**config.mk**
```make
export PLATFORM = sky130hd
export DESIGN_NAME = async_framer
export DESIGN_NICKNAME = d
export VERILOG_FILES = /design/src/rtl/framer_pkg.sv /design/src/rtl/framer_cfg.sv /design/src/rtl/framer_tx.sv /design/src/rtl/framer_rx.sv /design/src/rtl/async_framer.sv
export SDC_FILE = /design/constraint.sdc
export NUM_CORES = 1
export LEC_CHECK = 0
export ABC_AREA = 1
export CORE_MARGIN = 4
export CORE_UTILIZATION = 55
export DETAILED_ROUTE_END_ITERATION = 6
export PLACE_DENSITY = 0.92
export SETUP_SLACK_MARGIN = 0.5
export SLEW_MARGIN = 10
export SYNTH_ARGS = -nofsm -noshare
export SYNTH_HDL_FRONTEND = slang
export SYNTH_SLANG_ARGS = --single-unit
```
**constraint.sdc**
```tcl
create_clock -name clk -period 7.66 [get_ports clk]
set_clock_uncertainty 0.15 [all_clocks]
set_input_delay 1.915 -clock clk [delete_from_list [all_inputs] [get_ports clk]]
set_output_delay 1.915 -clock clk [all_outputs]
set_load 0.05 [all_outputs]
```
**src/rtl/framer_pkg.sv**
```systemverilog
package framer_pkg;
    localparam int SPEED_CODES = 16;

    typedef struct packed {
        logic       rx_en;
        logic [3:0] speed;
        logic       odd;
        logic       par_en;
        logic       stop2;
        logic [1:0] len;
    } line_cfg_t;
endpackage

```
**src/rtl/framer_cfg.sv**
```systemverilog
module framer_cfg
    import framer_pkg::*;
#(
    parameter int LINE_ID = 0
) (
    input  logic        clk,
    input  logic        rst_n,
    input  logic        we,
    input  logic [15:0] word,
    output line_cfg_t   cfg
);
    line_cfg_t cfg_d, cfg_q;
    logic unused_bits;

    assign unused_bits = ^{word[15:13], word[2]};

    always_comb begin
        cfg_d = cfg_q;
        if (we && word[1:0] == 2'(LINE_ID)) begin
            cfg_d.len    = word[4:3];
            cfg_d.stop2  = word[5];
            cfg_d.par_en = word[6];
            cfg_d.odd    = word[7];
            cfg_d.speed  = word[11:8];
            cfg_d.rx_en  = word[12];
        end
    end

    always_ff @(posedge clk or negedge rst_n) begin
        if (!rst_n) begin
            cfg_q       <= '0;
            cfg_q.len   <= 2'b11;
            cfg_q.speed <= 4'hF;
        end else begin
            cfg_q <= cfg_d;
        end
    end

    assign cfg = cfg_q;
endmodule

```
**src/rtl/framer_tx.sv**
```systemverilog
module framer_tx
    import framer_pkg::*;
#(
    parameter int DATA_W  = 8,
    parameter int OS_RATE = 16
) (
    input  logic              clk,
    input  logic              rst_n,
    input  line_cfg_t         cfg,
    input  logic              tick,
    input  logic              load,
    input  logic [DATA_W-1:0] data,
    input  logic              brk,
    output logic              busy,
    output logic              txd
);
    localparam int FRAME_W = DATA_W + 4;
    localparam int CNT_W   = $clog2(OS_RATE);
    localparam int BIT_W   = $clog2(FRAME_W + 1);
    localparam int MIN_LEN = DATA_W - 3;

    typedef struct packed {
        logic               busy;
        logic [FRAME_W-1:0] sh;
        logic [BIT_W-1:0]   left;
        logic [CNT_W-1:0]   sub;
    } tx_state_t;

    tx_state_t q, d;
    logic [FRAME_W-1:0] frame;
    logic [BIT_W-1:0]   nd, nbits;
    logic               par;

    // Frame image: start bit at position 0, stop bits fill the rest with ones
    always_comb begin
        nd    = BIT_W'(MIN_LEN) + BIT_W'(cfg.len);
        frame = '1;
        frame[0] = 1'b0;
        par   = cfg.odd;
        for (int i = 0; i < DATA_W; i++) begin
            if (BIT_W'(i) < nd) begin
                frame[1 + i] = data[i];
                par          = par ^ data[i];
            end
        end
        if (cfg.par_en) frame[1 + nd] = par;
        nbits = BIT_W'(2) + nd + BIT_W'(cfg.par_en) + BIT_W'(cfg.stop2);
    end

    always_comb begin
        d = q;
        if (!q.busy) begin
            if (load) begin
                d.busy = 1'b1;
                d.sh   = frame;
                d.left = nbits;
                d.sub  = '0;
            end
        end else if (tick) begin
            if (q.sub == CNT_W'(OS_RATE - 1)) begin
                d.sub  = '0;
                d.sh   = {1'b1, q.sh[FRAME_W-1:1]};
                d.left = q.left - 1'b1;
                if (q.left == BIT_W'(1)) d.busy = 1'b0;
            end else begin
                d.sub = q.sub + 1'b1;
            end
        end
    end

    always_ff @(posedge clk or negedge rst_n) begin
        if (!rst_n) q <= '0;
        else        q <= d;
    end

    assign busy = q.busy;
    assign txd  = brk ? 1'b0 : (q.busy ? q.sh[0] : 1'b1);
endmodule

```
**src/rtl/framer_rx.sv**
```systemverilog
module framer_rx
    import framer_pkg::*;
#(
    parameter int DATA_W  = 8,
    parameter int OS_RATE = 16
) (
    input  logic              clk,
    input  logic              rst_n,
    input  line_cfg_t         cfg,
    input  logic              tick,
    input  logic              rxd,
    output logic              valid,
    output logic [DATA_W-1:0] data,
    output logic              perr,
    output logic              ferr
);
    localparam int CNT_W   = $clog2(OS_RATE);
    localparam int BIT_W   = $clog2(DATA_W + 3);
    localparam int MIN_LEN = DATA_W - 3;
    localparam int HALF    = OS_RATE / 2;

    typedef enum logic [1:0] {RX_IDLE, RX_START, RX_BITS, RX_HOLD} rx_st_t;

    typedef struct packed {
        rx_st_t            st;
        logic [CNT_W-1:0]  sub;
        logic [BIT_W-1:0]  idx;
        logic [DATA_W-1:0] sh;
        logic              pbit;
        logic [1:0]        sync;
        logic              valid;
        logic [DATA_W-1:0] data;
        logic              perr;
        logic              ferr;
    } rx_state_t;

    rx_state_t q, d;
    logic              line;
    logic [BIT_W-1:0]  nd;
    logic [DATA_W-1:0] word;

    assign line = q.sync[1];
    assign nd   = BIT_W'(MIN_LEN) + BIT_W'(cfg.len);
    assign word = q.sh >> (BIT_W'(DATA_W) - nd);

    always_comb begin
        d       = q;
        d.valid = 1'b0;
        d.sync  = {q.sync[0], rxd};
        if (!cfg.rx_en) begin
            d.st = RX_IDLE;
        end else begin
            case (q.st)
                RX_IDLE: if (tick && !line) begin
                    d.st  = RX_START;
                    d.sub = '0;
                end
                RX_START: if (tick) begin
                    if (q.sub == CNT_W'(HALF - 1)) begin
                        d.sub = '0;
                        d.idx = '0;
                        d.st  = line ? RX_IDLE : RX_BITS;
                    end else begin
                        d.sub = q.sub + 1'b1;
                    end
                end
                RX_BITS: if (tick) begin
                    if (q.sub == CNT_W'(OS_RATE - 1)) begin
                        d.sub = '0;
                        d.idx = q.idx + 1'b1;
                        if (q.idx < nd) begin
                            d.sh = {line, q.sh[DATA_W-1:1]};
                        end else if (cfg.par_en && q.idx == nd) begin
                            d.pbit = line;
                        end else begin
                            d.valid = 1'b1;
                            d.data  = word;
                            d.perr  = cfg.par_en & (^word ^ q.pbit ^ cfg.odd);
                            d.ferr  = ~line;
                            d.st    = line ? RX_IDLE : RX_HOLD;
                        end
                    end else begin
                        d.sub = q.sub + 1'b1;
                    end
                end
                RX_HOLD: if (line) d.st = RX_IDLE;
                default: d.st = RX_IDLE;
            endcase
        end
    end

    always_ff @(posedge clk or negedge rst_n) begin
        if (!rst_n) begin
            q      <= '0;
            q.sync <= '1;
        end else begin
            q <= d;
        end
    end

    assign valid = q.valid;
    assign data  = q.data;
    assign perr  = q.perr;
    assign ferr  = q.ferr;
endmodule

```
**src/rtl/async_framer.sv**
```systemverilog
module async_framer
    import framer_pkg::*;
#(
    parameter int LINE_ID = 0,
    parameter int DATA_W  = 8,
    parameter int OS_RATE = 16
) (
    input  logic                   clk,
    input  logic                   rst_n,
    input  logic                   cfg_we,
    input  logic [15:0]            cfg_word,
    input  logic [SPEED_CODES-1:0] os_ticks,
    input  logic                   tx_load,
    input  logic [DATA_W-1:0]      tx_data,
    input  logic                   tx_break,
    output logic                   tx_busy,
    output logic                   txd,
    input  logic                   rxd,
    output logic                   rx_valid,
    output logic [DATA_W-1:0]      rx_data,
    output logic                   rx_perr,
    output logic                   rx_ferr
);
    line_cfg_t  cfg_q;
    logic       tick;
    logic       cfg_rx_en;
    logic [1:0] cfg_len;

    assign tick      = os_ticks[cfg_q.speed];
    assign cfg_rx_en = cfg_q.rx_en;
    assign cfg_len   = cfg_q.len;

    framer_cfg #(.LINE_ID(LINE_ID)) u_cfg (
        .clk(clk), .rst_n(rst_n), .we(cfg_we), .word(cfg_word), .cfg(cfg_q)
    );

    framer_tx #(.DATA_W(DATA_W), .OS_RATE(OS_RATE)) u_tx (
        .clk(clk), .rst_n(rst_n), .cfg(cfg_q), .tick(tick), .load(tx_load),
        .data(tx_data), .brk(tx_break), .busy(tx_busy), .txd(txd)
    );

    framer_rx #(.DATA_W(DATA_W), .OS_RATE(OS_RATE)) u_rx (
        .clk(clk), .rst_n(rst_n), .cfg(cfg_q), .tick(tick), .rxd(rxd),
        .valid(rx_valid), .data(rx_data), .perr(rx_perr), .ferr(rx_ferr)
    );
endmodule

```
==> Yosys cells after proc, flatten, opt, wreduce, memory -nomap -nowiden <==
Index checks and enable logic that the tools add are counted.
{ "word_totals": {"output_inout_bits": 13, "regBits": 63, "in_bits": 46, "wordCells": 156} }
{ "op_classes": {"addsub": 10, "n_reduce_logical": 19, "eq_ne": 23, "bitwise": 14, "n_mux": 57, "n_lt_le_gt_ge": 12, "shift": 1} }
{ "op_table": {"columns": ["cell", "n"], "rows": [
  ["$mux W11", 6],
  ["$mux W21", 3],
  ["$ge A32 B1 Y1 const B", 1],
  ["$lt A32 B5 Y1 const B", 1],
  ["$mux W1", 23],
  ["$mux W19", 1],
  ["$ne A3 B2 Y1 const B", 6],
  ["$reduce_and A6 Y1", 3],
  ["$mux W17", 1],
  ["$lt A3 B4 Y1 const A", 4],
  ["$mux W2", 8],
  ["$mux W4", 4],
  ["$mux W13", 1],
  ["$add A4 B1 Y4 const B", 3],
  ["$bwmux W12", 1],
  ["$mux W12", 1],
  ["$ne A2 B1 Y1 const B", 6],
  ["$pmux W4 S3", 1],
  ["$mux W10", 1],
  ["$reduce_and A5 Y1", 2],
  ["$xor A1 B1 Y1", 10],
  ["$add A4 B1 Y4", 2],
  ["$eq A4 B4 Y1 const B", 2],
  ["$lt A1 B4 Y1 const A", 2],
  ["33 further kinds", 43]
]} }

==> Depth between registers and ports, before layout <==
{ "logic_depth": {"depth_word": 21, "mapped_depth": 20, "ltp_nobuf": 20} }

==> Modules after synthesis <==
A second synthesis with hierarchy kept.
{ "unflattened": {"cells_unflattened": 611, "hier_area_um2": 4411.7} }
{ "modules_own_cells": {"columns": ["module", "cells_per_inst", "seq_area_each_um2", "area_each_um2", "n_inst"], "rows": [
  ["framer_rx", 318, 803.3, 2269.7, 1],
  ["framer_tx", 199, 525.5, 1493.9, 1],
  ["framer_cfg", 44, 257.7, 417.9, 1],
  ["async_framer", 50, 0.0, 230.2, 1]
]} }

==> Worst setup path after synthesis <==
OpenSTA, ideal clock, no wires.
{ "synth_timing": {"kind": "input-to-output", "from": "input port tx_break", "to": "output port txd", "arrival_time_ns": 2.569, "t_required_ns": 5.595, "n_path_buf": 0, "cell_stages": 1, "path_slack_ns": 3.026, "path_cell_list": "nor2_1"} }
{ "synth_between": {"elab_chain_cells": 1} }
{ "synth_lines": {"columns": ["element", "line_no", "rtl"], "rows": [
  ["from (decl)", "async_framer.sv:15", "input logic tx_break,"],
  ["$mux W1", "framer_tx.sv:77", "assign txd = brk ? 1'b0 : (q.busy ? q.sh[0] : 1'b1);"],
  ["to (decl)", "async_framer.sv:17", "output logic txd,"]
]} }
Every way passes these cells.

==> Worst setup path in the final report <==
Same ends and word-level chain as after synthesis.

==> flow_results.org <==
** Final layout
- The multi-input combinational cells in the finished layout cover a total of 0.00219 mm2.
- Final-layout fill cell count :: roughly 600
- Excluding fillers, the count of instances in the completed layout stands at 718.
- Footprint of the flip-flops and latches :: 0.00159 mm2
- Of the cells placed in the final design, the portion with a size suffix greater than 1 is 0.0759.
- Antenna cell count :: 0
- Nets :: 686
- Signed area change from the synthesized netlist to the final layout :: 17.7%
- Final core area utilization :: 0.679

** Placed design
- Number of buffers inserted by port buffering :: 54
- Summed over all nets, the half-perimeter wirelength after detailed placement is 6830 um.
- The congestion estimate from routability-driven global placement came to 0.831.
- Dpl cells :: 702

** Timing
- At the pin with the least slew margin, the transition time is 803 ps.
- Crit share post-route :: 0.689
- Subtracting the final worst setup slack from the clock period gives 5280 ps.
- The count of final hold-check violations came to 0.
- Measured against its own limit, the worst slew margin works out to 0.464.
- Setup repair after global routing left no endpoint under its margin.
- The count of pins over their slew limit came to 0.
- Timing would allow up to 190 MHz.
- Finish-stage setup viols :: 0
- Total Negative Setup Slacks :: 0 ps

** Floorplan
- Starting density of the core :: 0.577
- The die is 96.0 um wide.
- Row generation in the floorplan step produced 31 rows.
- The die is about 96 um tall.
- The die covers 0.00921 mm2.
- The total area inside the core boundary comes to 0.00737 mm2.
- I/O Pins :: 59

** Setup path
- Highest net fanout along the worst path :: 1
- Cell chain of the critical path :: clkdlybuf4s50_1 -> nor2_1 -> clkdlybuf4s50_1
- Slowest Stage Delay on Critical Path :: 800 ps
- CP Launch Type :: primary input
- STA classifies the critical path endpoint as an output port.
- CP required :: 5600 ps
- Among the stages of the critical path, the cell type that occurs most often is sky130_fd_sc_hd__clkdlybuf4s50_1.
- Class of the most critical setup path :: in2out
- Worst path slowest cell :: sky130_fd_sc_hd__clkdlybuf4s50_1
- Arrival time of the worst setup path :: 3210 ps

** Synthesis
- Yosys printed 0 warnings.
- The number of nets in the synthesized netlist is 641.
- Share of the synthesized area in the top cell type :: 0.323
- Count of different cell masters after synthesis :: 43
- Synthesized instance count :: approximately 570
- Among all flip-flop cells after synthesis, the most frequent one is sky130_fd_sc_hd__dfrtp_1.
- Library cell occupying the most area in the post-synthesis netlist :: sky130_fd_sc_hd__dfrtp_1
- Seq/Total Area, Yosys :: 0.373
- A synthesized cell averages about 7.5 um2.
- Share of flip-flops with an asynchronous set or reset :: 1.00
- The synthesized design contains 0 enable-type register cells.
- Ranked by total cell area, the synthesized netlist is headed by sky130_fd_sc_hd__dfrtp_1, sky130_fd_sc_hd__nand2_1, sky130_fd_sc_hd__inv_1, sky130_fd_sc_hd__ha_1, sky130_fd_sc_hd__nand3_1.
- Number of synthesized register bits :: 63
- Netlist area before placement :: 0.00426 mm2

** Job
- Max-cap check violation count :: 0

** Routing
- For this block, the routed nets add up to 9300 um of wire.
- In the routed design, unresolved DRC markers number 0.
- Number of vias per cell after detailed routing :: 5.31
- The first TritonRoute pass finished after 6 iterations.
- Number of design-rule violations left by the first detailed-router iteration :: roughly 160
- Routed wire length per instance :: between 10 and 15 um
- Antenna viol nets, final :: 0
- Number of vias after detailed routing :: 3816

** Clock tree
- Clock insertion delay at the later pin of the skew report :: roughly 350 ps
- The clock passes through at most 2 buffers.
- Number of buffers created by CTS :: 9
- Hold repair after CTS inserted 0 buffers.
- CTS placed an instance of sky130_fd_sc_hd__clkbuf_8 at the clock tree root.
- Clock transition time at the flip-flop clock pins of the worst setup and hold paths :: 70 ps
- After clock tree synthesis, the setup repair step added 0 buffers.
- Count of instances resized after the clock tree is built :: 0
- Clock tree synthesis found a total of 63 sinks.
- TritonCTS built the clock tree.
- The H-tree was split into 3 levels.

** Global routing
- Overall overflow remaining after global route :: 0
- Global-route wire length before repair :: 15800 um
- Largest net degree at the start of global routing :: 64
- The number of global-route vias before repair came to 3719.
- Number of antenna violations at the first check in global routing :: 0
- Across every metal layer, demand over resource in global routing totals 0.218.

** Worst hold path
- In this run the worst hold path is classified as reg2reg.

** Power and ir drop
- In this run the power density over the cells is 273 mW/mm2.
- Largest voltage drop on the vdd net :: 0.124 mV
- In this run the static leakage power is 2.53 nW.

** Status
- Outcome :: complete, no violations
==> layout by cell type (no fill, tap or decap), drive strengths merged, types with 5 or more instances in the layout <==
cell and instances:
clkbuf 13, nand2 172, nand3 50, dfstp 8, xor2 5, o211ai 15, a21oi 20, nor2 45
dfrtp 55, clkdlybuf4s50 53, inv 87, o21ai 36, ha 25
==> logic make-up after synthesis <==
kind of cell,share of synthesized area
muxes,0.00529
AOI/OAI and AO/OA,0.114
adders and majority gates,0.0782
xor gates and xnor gates,0.0229
DFF,0.373
buffers and inverters,0.113
and+or+nand+nor,0.293
==> critical path: cells and delay by family <==
kind	cells	cell delay [ps]
AND/OR/NAND/NOR	1	100
buffers and inverters	2	1200
==> layout make-up <==
cell class,count,area share
Clock inverter,3,0.0180
Inverter,87,0.0652
Tap cell,99,0.0247
Clock buffer,13,0.0297
Sequential cell,63,0.317
Multi-Input combinational cell,398,0.437
Timing Repair Buffer,55,0.108
==> through the flow <==
step	power [mW]	area, um2	hold WS [ps]	worst slack (ps)
6_report	1.36	5010	208	2380
5_1_grt	1.47	5010	213	2320
4_1_cts	1.36	5010	208	2370
2_1_floorplan	0.880	4260	195	3030
3_3_place_gp	0.959	4770	197	2380
3_5_place_dp	1.00	4770	198	2370
==> worst paths after layout <==
| path | start | end | slack, ps | cells past startpoint |
|---|---|---|---|---|
| max | tx_break | txd | 2380 | 3 |
| min in group asynchronous | rst_n | u_tx.q[16]$_DFFE_PN0P_ | 1580 | 2 |
| max reg2reg | u_cfg.cfg[0]$_DFFE_PN1P_ | u_rx.perr$_DFFE_PN0P_ | 4410 | 13 |
| min | u_rx.d[12]$_DFF_PN1_ | u_rx.line$_DFF_PN1_ | 210 | 0 |
| min reg2reg | u_rx.d[12]$_DFF_PN1_ | u_rx.line$_DFF_PN1_ | 210 | 0 |
| max in group asynchronous | rst_n | u_rx.q[29]$_DFFE_PN0P_ | 5240 | 2 |
==> routing by layer <==
layer  global-route usage  vias up  part of all wire
li1                     -     1898                 -
met1                0.251     1779              0.41
met2                0.391      116              0.51
met3               0.0469       23             0.053
met4               0.0912        0             0.023
met5                    0        -                 0
==> state kept, by name (all words and copies together) (netlist names) <==
register / count
u_cfg.cfg: 10
u_rx.d: 1
u_rx.data: 8
u_rx.ferr: 1
u_rx.line: 1
u_rx.perr: 1
u_rx.q: 19
u_rx.valid: 1
u_tx.busy: 1
u_tx.q: 20
==> power breakdown <==
part / total [mW] / leakage (nW) / internal [mW] / switching (mW)
sequential: 0.482 / 0.806 / 0.409 / 0.0724
combinational: 0.526 / 1.60 / 0.204 / 0.322
clock: 0.356 / 0.118 / 0.226 / 0.131
total: 1.36 / 2.53 / 0.839 / 0.526
==> synth_stat cells, types with 2 or more instances <==
cell type,number
sky130_fd_sc_hd__dfrtp_1,55
sky130_fd_sc_hd__a21boi_0,3
sky130_fd_sc_hd__nand3_1,48
sky130_fd_sc_hd__nor3_1,4
sky130_fd_sc_hd__o21ai_0,28
sky130_fd_sc_hd__a21oi_1,20
sky130_fd_sc_hd__clkbuf_1,4
sky130_fd_sc_hd__xnor2_1,3
sky130_fd_sc_hd__xor2_1,5
sky130_fd_sc_hd__nand4_1,3
sky130_fd_sc_hd__inv_1,87
sky130_fd_sc_hd__nand2_2,3
sky130_fd_sc_hd__buf_2,2
sky130_fd_sc_hd__mux2_2,2
sky130_fd_sc_hd__dfstp_2,8
sky130_fd_sc_hd__nor2_2,2
sky130_fd_sc_hd__ha_1,25
sky130_fd_sc_hd__nor2_8,2
sky130_fd_sc_hd__buf_4,10
sky130_fd_sc_hd__or2_2,2
sky130_fd_sc_hd__o21ai_1,7
sky130_fd_sc_hd__nand3b_1,2
sky130_fd_sc_hd__buf_6,3
sky130_fd_sc_hd__o211ai_1,15
sky130_fd_sc_hd__nand3_2,2
sky130_fd_sc_hd__nand2_1,165
sky130_fd_sc_hd__nor2_1,40
sky130_fd_sc_hd__nand2_4,4
Power figures use the tool's default switching activity.
